## src/rtl/spdw_pkg.sv

```systemverilog
package spdw_pkg;

    typedef enum logic [1:0] {
        ST_IDLE   = 2'd0,
        ST_EVAL   = 2'd1,
        ST_REPORT = 2'd2
    } state_t;

    // condition code bit positions
    localparam int CC_SPACE_FLT  = 3;
    localparam int CC_SPACE_ZERO = 2;
    localparam int CC_WORD_FLT   = 1;
    localparam int CC_WORD_ZERO  = 0;

endpackage

```

## src/rtl/spdw_range_unit.sv

```systemverilog
// Applies the modifier to one count at two extra bits of signed precision
// and flags results outside 0 .. 2**CNT_W-1.
module spdw_range_unit #(
    parameter int CNT_W    = 15,
    parameter int MOD_W    = 16,
    parameter bit SUBTRACT = 1'b0
) (
    input  logic [CNT_W-1:0] cnt_i,
    input  logic [MOD_W-1:0] mod_i,
    output logic [CNT_W-1:0] cnt_o,
    output logic             fault_o,
    output logic             old_zero_o,
    output logic             new_zero_o
);
    localparam int EXT_W = CNT_W + 2;

    logic signed [EXT_W-1:0] base_s;
    logic signed [EXT_W-1:0] mod_s;
    logic signed [EXT_W-1:0] res_s;

    assign base_s = {2'b00, cnt_i};
    assign mod_s  = {{(EXT_W-MOD_W){mod_i[MOD_W-1]}}, mod_i};

    generate
        if (SUBTRACT) begin : g_sub
            assign res_s = base_s - mod_s;
        end else begin : g_add
            assign res_s = base_s + mod_s;
        end
    endgenerate

    // negative result sets the sign bit; too large sets the bit above the count
    assign fault_o    = res_s[EXT_W-1] | res_s[EXT_W-2];
    assign cnt_o      = res_s[CNT_W-1:0];
    assign old_zero_o = (cnt_i == '0);
    assign new_zero_o = (cnt_o == '0);

endmodule

```

## src/rtl/spdw_addr_unit.sv

```systemverilog
// Adds the modifier to the top-of-stack address in either field width.
module spdw_addr_unit #(
    parameter int ADDR_NW = 17,
    parameter int ADDR_XW = 20,
    parameter int MOD_W   = 16
) (
    input  logic [ADDR_XW-1:0] addr_i,
    input  logic [MOD_W-1:0]   mod_i,
    input  logic               ext_i,
    output logic [ADDR_XW-1:0] addr_o
);
    logic [ADDR_XW-1:0] mod_x;
    logic [ADDR_XW-1:0] sum_x;
    logic [ADDR_NW-1:0] sum_n;

    assign mod_x = {{(ADDR_XW-MOD_W){mod_i[MOD_W-1]}}, mod_i};
    assign sum_x = addr_i + mod_x;
    assign sum_n = addr_i[ADDR_NW-1:0] + mod_x[ADDR_NW-1:0];

    always_comb begin
        if (ext_i) begin
            addr_o = sum_x;
        end else begin
            addr_o = {addr_i[ADDR_XW-1:ADDR_NW], sum_n};
        end
    end

endmodule

```

## src/rtl/spdw_adjust.sv

```systemverilog
module spdw_adjust
    import spdw_pkg::*;
#(
    parameter int DW_W    = 64,
    parameter int CNT_W   = 15,
    parameter int MOD_W   = 16,
    parameter int ADDR_NW = 17,
    parameter int ADDR_XW = 20
) (
    input  logic            clk,
    input  logic            rst_n,
    input  logic            start_i,
    input  logic [DW_W-1:0] dw_i,
    input  logic [MOD_W-1:0] mod_i,
    input  logic            ext_mode_i,
    output logic [DW_W-1:0] dw_o,
    output logic [3:0]      cc_o,
    output logic            trap_o,
    output logic            done_o
);
    localparam int WORD_LSB  = 0;
    localparam int WINH_BIT  = CNT_W;
    localparam int SPACE_LSB = CNT_W + 1;
    localparam int SINH_BIT  = 2 * CNT_W + 1;
    localparam int ADDR_LSB  = 2 * CNT_W + 2;

    state_t state_q, state_d;

    logic [DW_W-1:0]  op_dw_q;
    logic [MOD_W-1:0] op_mod_q;
    logic             op_ext_q;

    logic [DW_W-1:0] dw_q;
    logic [3:0]      cc_q;
    logic            trap_q;
    logic            done_q;

    logic [CNT_W-1:0]   space_new, word_new;
    logic               space_flt, word_flt;
    logic               space_old_z, word_old_z;
    logic               space_new_z, word_new_z;
    logic [ADDR_XW-1:0] addr_new;
    logic               abort;
    logic [DW_W-1:0]    commit_dw;
    logic [3:0]         cc_d;
    logic               trap_d;

    spdw_range_unit #(.CNT_W(CNT_W), .MOD_W(MOD_W), .SUBTRACT(1'b1)) u_space (
        .cnt_i      (op_dw_q[SPACE_LSB +: CNT_W]),
        .mod_i      (op_mod_q),
        .cnt_o      (space_new),
        .fault_o    (space_flt),
        .old_zero_o (space_old_z),
        .new_zero_o (space_new_z)
    );

    spdw_range_unit #(.CNT_W(CNT_W), .MOD_W(MOD_W), .SUBTRACT(1'b0)) u_word (
        .cnt_i      (op_dw_q[WORD_LSB +: CNT_W]),
        .mod_i      (op_mod_q),
        .cnt_o      (word_new),
        .fault_o    (word_flt),
        .old_zero_o (word_old_z),
        .new_zero_o (word_new_z)
    );

    spdw_addr_unit #(.ADDR_NW(ADDR_NW), .ADDR_XW(ADDR_XW), .MOD_W(MOD_W)) u_addr (
        .addr_i (op_dw_q[ADDR_LSB +: ADDR_XW]),
        .mod_i  (op_mod_q),
        .ext_i  (op_ext_q),
        .addr_o (addr_new)
    );

    // result decision
    always_comb begin
        abort     = space_flt | word_flt;
        commit_dw = op_dw_q;
        commit_dw[ADDR_LSB  +: ADDR_XW] = addr_new;
        commit_dw[SPACE_LSB +: CNT_W]   = space_new;
        commit_dw[WORD_LSB  +: CNT_W]   = word_new;
        cc_d = '0;
        if (abort) begin
            cc_d[CC_SPACE_FLT]  = space_flt;
            cc_d[CC_WORD_FLT]   = word_flt;
            cc_d[CC_SPACE_ZERO] = space_old_z;
            cc_d[CC_WORD_ZERO]  = word_old_z;
        end else begin
            cc_d[CC_SPACE_ZERO] = space_new_z;
            cc_d[CC_WORD_ZERO]  = word_new_z;
        end
        trap_d = (space_flt & ~op_dw_q[SINH_BIT]) | (word_flt & ~op_dw_q[WINH_BIT]);
    end

    // state register
    always_ff @(posedge clk or negedge rst_n) begin
        if (!rst_n) begin
            state_q <= ST_IDLE;
        end else begin
            state_q <= state_d;
        end
    end

    // next state
    always_comb begin
        state_d = state_q;
        unique case (state_q)
            ST_IDLE:   if (start_i) state_d = ST_EVAL;
            ST_EVAL:   state_d = ST_REPORT;
            ST_REPORT: state_d = ST_IDLE;
            default:   state_d = ST_IDLE;
        endcase
    end

    // operands and outputs
    always_ff @(posedge clk or negedge rst_n) begin
        if (!rst_n) begin
            op_dw_q  <= '0;
            op_mod_q <= '0;
            op_ext_q <= 1'b0;
            dw_q     <= '0;
            cc_q     <= '0;
            trap_q   <= 1'b0;
            done_q   <= 1'b0;
        end else begin
            done_q <= 1'b0;
            unique case (state_q)
                ST_IDLE: begin
                    if (start_i) begin
                        op_dw_q  <= dw_i;
                        op_mod_q <= mod_i;
                        op_ext_q <= ext_mode_i;
                    end
                end
                ST_EVAL: begin
                    done_q <= 1'b1;
                    cc_q   <= cc_d;
                    trap_q <= trap_d;
                    dw_q   <= abort ? op_dw_q : commit_dw;
                end
                ST_REPORT: begin
                    done_q <= 1'b0;
                end
                default: begin
                    done_q <= 1'b0;
                end
            endcase
        end
    end

    assign dw_o   = dw_q;
    assign cc_o   = cc_q;
    assign trap_o = trap_q;
    assign done_o = done_q;

endmodule

```

## config.mk

```make
export PLATFORM = sky130hd
export DESIGN_NAME = spdw_adjust
export DESIGN_NICKNAME = d
export VERILOG_FILES = /design/src/rtl/spdw_pkg.sv /design/src/rtl/spdw_range_unit.sv /design/src/rtl/spdw_addr_unit.sv /design/src/rtl/spdw_adjust.sv
export SDC_FILE = /design/constraint.sdc
export NUM_CORES = 1
export LEC_CHECK = 0
export BUFFER_PORTS_ARGS = -buffer_cell sky130_fd_sc_hd__buf_2
export CAP_MARGIN = 20
export CORE_AREA = 2 2 137 139
export DETAILED_ROUTE_END_ITERATION = 6
export DIE_AREA = 0 0 139 141
export PLACE_DENSITY = 0.72
export SYNTH_ARGS = -nofsm -noshare
export SYNTH_HDL_FRONTEND = slang
export SYNTH_HIERARCHICAL = 1
export SYNTH_SLANG_ARGS = --single-unit
```

## constraint.sdc

```tcl
create_clock -name clk -period 5.7 [get_ports clk]
set_clock_uncertainty 0.2 [all_clocks]
set_input_delay 0.285 -clock clk [delete_from_list [all_inputs] [get_ports clk]]
set_output_delay 0.285 -clock clk [all_outputs]
set_load 0.03 [all_outputs]
```

==> results.md <==
- Outcome: completed
- First-pass GRT wire length: around 39 mm
- Placed cells: ~1.2k
- CTS Buf Count: 17
- Routed Wire Length: around 24 mm
- Slew @ Worst Pin: 935 ps
- GRT Total Usage: 25.0%
- Cell count after synthesis: ~900
- HP Class: reg2reg
- PwrDens: approximately 550 mW/mm2
- CTS Sinks: ~150
- Leading post-synthesis cells by cell area: dfrtp_1 (42%), mux2_1 (9.8%), ha_1 (6.8%)
- Vias in the first global route: 7411
- CTS tree: built
- Worst setup SP type: register
- Layout cell share with drive strength beyond 1: about a fifth
- Commonest cells after routing, fill and taps aside: dfrtp_1 (153), buf_2 (152), nand2_1 (127)
- Final net count: between 1k and 1.5k
- Post-CTS Setup Inserts: 0
- Leak Pwr: about 5.3 nW
- Post-Syn Area per Cell: 10.2 um2
- Minimum clock period after layout: slightly above 4000 ps
- Chip Width: 139 um
- Slowest stage delay, CP: around 720 ps
- Max-cap check violation count: 0
- Die Span Y: around 140 um
- Synth top area share: between 40% and 50%
- Gpl congestion: 0.954
- CTS H-tree depth: 4
- Critical Path RT: 5780 ps
- Initial antenna violation count: 0
- CP top delay family: simple AND/OR/NAND/NOR gates
- Critical Path AT: about 4000 ps
- Initial Util: between 40% and 50%
- IO Port Bufs: around 150
- Final Max Slew Viols: 0
- Non-filler cells, final: ~1.4k
- Area leader, netlist: dfrtp_1
- Setup TNS: 0 ps
- Final core occ: 61.8%
- CTS max path bufs: 2
- I/O pins: approximately 150
- Maximum clock rate: 0.247 GHz
- Async SR Flop Fraction: 100%
- Part of the Yosys area used for sequential elements: 42.2%
- Synthesized net count: just over 1k
- Top_reg_cell synth: dfrtp_1
- Remaining global-route overflow: 0
- Largest vdd supply drop: approximately 0.00040 V
- Fillers: 1482
- Number of remaining DRC errors: 0
- Setup Viol. Count Final: 0
- Final ANT Viol Nets: 0
- Worst path bufs/invs: 1
- Number of synthesized flops with an enable pin: 0
- Clock transition at the registers of the reported paths: about 70 ps
- Routed len/inst: around 18 um
- Crit-path cells: ha_1, nand3_1, or4_2, and3_1, nor3_1, o22a_1, a31oi_1, nor2_4, buf_12, mux2i_1, o21ai_0
- Final hold vios: 0
- Avg Vias per Cell: approximately 5.5
- Antenna Cells: 0
- Die area: 0.0196 mm2
- Largest net degree at the start of global routing: 100
- Area growth from synthesis to layout: 24.5%
- Synthesized flop and latch total: roughly 150
- Worst-path maximum fanout: 40
- Insertion delay to the later sink of the worst-skew pair: 430 ps
- CP max-delay cell: or4_2
- RSZ-0062 raised after global routing: no
- Dpl hpwl: between 15 and 20 mm
- Detailed-route via count: 7523
- Yosys warning count: 6
- Crit end category: register
- Final period util: a little under three quarters
- Drt pass-1 iters: 6
- Most common cell after layout, fill and taps aside: dfrtp_1
- Root Driver: clkbuf_16
- Fin Hold WS: ~270 ps
- CP Class: reg2reg
- Synthesized area: approximately 0.0091 mm2
- Netlist cell types: 80
- Core footprint: ~0.018 mm2
- Slew headroom: about 38%
- DR iter-0 viols: 482
- # rows: 50
## worst reg2reg max path, delay by kind of cell, from the launching register on
kind / cells / cell delay [ps]
simple gates: 5 / 1700
fa+ha+maj: 1 / 490
compound gates: 3 / 410
mux: 1 / 270
buf+inv: 1 / 330
flops: 1 / 480
## cells by family (layout without fill, tap and decap cells)
group / after synthesis / in the layout / share of synthesized area [%]
fa+ha+maj: 52 / 52 / 7.42
buf+inv: 72 / 306 / 4.59
mux: 135 / 135 / 16.0
compound gates: 189 / 189 / 13.4
simple gates: 255 / 255 / 12.9
xor+xnor: 36 / 36 / 3.47
flops: 153 / 153 / 42.2
## synthesized netlist by cell type, types with 4 or more instances
master and number:
dfrtp_1 153, nand2_1 127, mux2_1 79, o21ai_0 76
mux2i_1 54, ha_1 49, nor2_1 46, a21oi_1 36
inv_1 33, xnor2_1 22, nand3_1 16, xor2_1 14
buf_2 12, a21o_1 10, buf_6 9, clkbuf_1 8
nor3_1 8, nor4_1 8, nand2b_1 6, nand4_1 6
nor2b_1 6, o21a_1 6, a211oi_1 5, a31oi_1 5
buf_8 5, and2_1 4, and3_1 4, o211ai_1 4
o21bai_1 4, or3_1 4
## cell type report
| type | count | area, um2 | area share, % |
|---|---|---|---|
| Sequential cell | 153 | 3830 | 33.9 |
| Clock buffer | 17 | 425 | 3.77 |
| Clock inverter | 15 | 135 | 1.20 |
| Tap cell | 234 | 293 | 2.59 |
| Timing Repair Buffer | 240 | 1640 | 14.5 |
| Inverter | 34 | 128 | 1.13 |
| Multi-Input combinational cell | 667 | 4840 | 42.9 |
## through the flow
stage	power, W	worst slack (ps)	instance area, um2
global placement	0.00503	1740	9920
global route	0.00666	1370	11300
floorplan	0.00429	2500	9080
finish	0.00622	1650	11300
CTS	0.00621	1690	11300
detailed placement	0.00506	1700	9920
## path summary, 6_finish.rpt
check                             from     endpoint  slack [ps]  cells after the start
max                        op_mod_q[7]      dw_o[0]        1650                     11
min                        op_dw_q[58]     dw_o[58]         270                      2
max reg2reg                op_mod_q[7]      dw_o[0]        1650                     11
min reg2reg                op_dw_q[58]     dw_o[58]         270                      2
max in group asynchronous        rst_n  op_dw_q[31]        3740                      3
min in group asynchronous        rst_n  op_dw_q[38]         340                      2
## timing repair
action | 4_1_cts | 5_1_grt
endpoints found under the hold margin | 179 | 0
hold buffers | 82 | 0
gates resized for setup | 0 | 0
## flip-flops by register name, indices dropped and copies added (netlist names)
| register | flops |
|---|---|
| dw_o | 64 |
| done_o | 1 |
| op_mod_q | 16 |
| trap_o | 1 |
| cc_o | 4 |
| state_q | 2 |
| op_dw_q | 64 |
| op_ext_q | 1 |
## report_power, final
group	internal, W	switching, W	leakage (nW)	total, W
logic	0.00131	0.00201	3.18	0.00333
clock network	0.000574	0.000508	0.270	0.00108
registers	0.00146	0.000352	1.84	0.00181
## routing by layer
metal | global-route usage (%) | vias up | wire (um)
met3 | 6.22 | 45 | 1510
met5 | 0 | - | 0
met2 | 38.9 | 254 | 10800
met1 | 33.8 | 3596 | 10900
met4 | 9.94 | 0 | 652
li1 | - | 3628 | -
(Power assumes the default switching activity.)
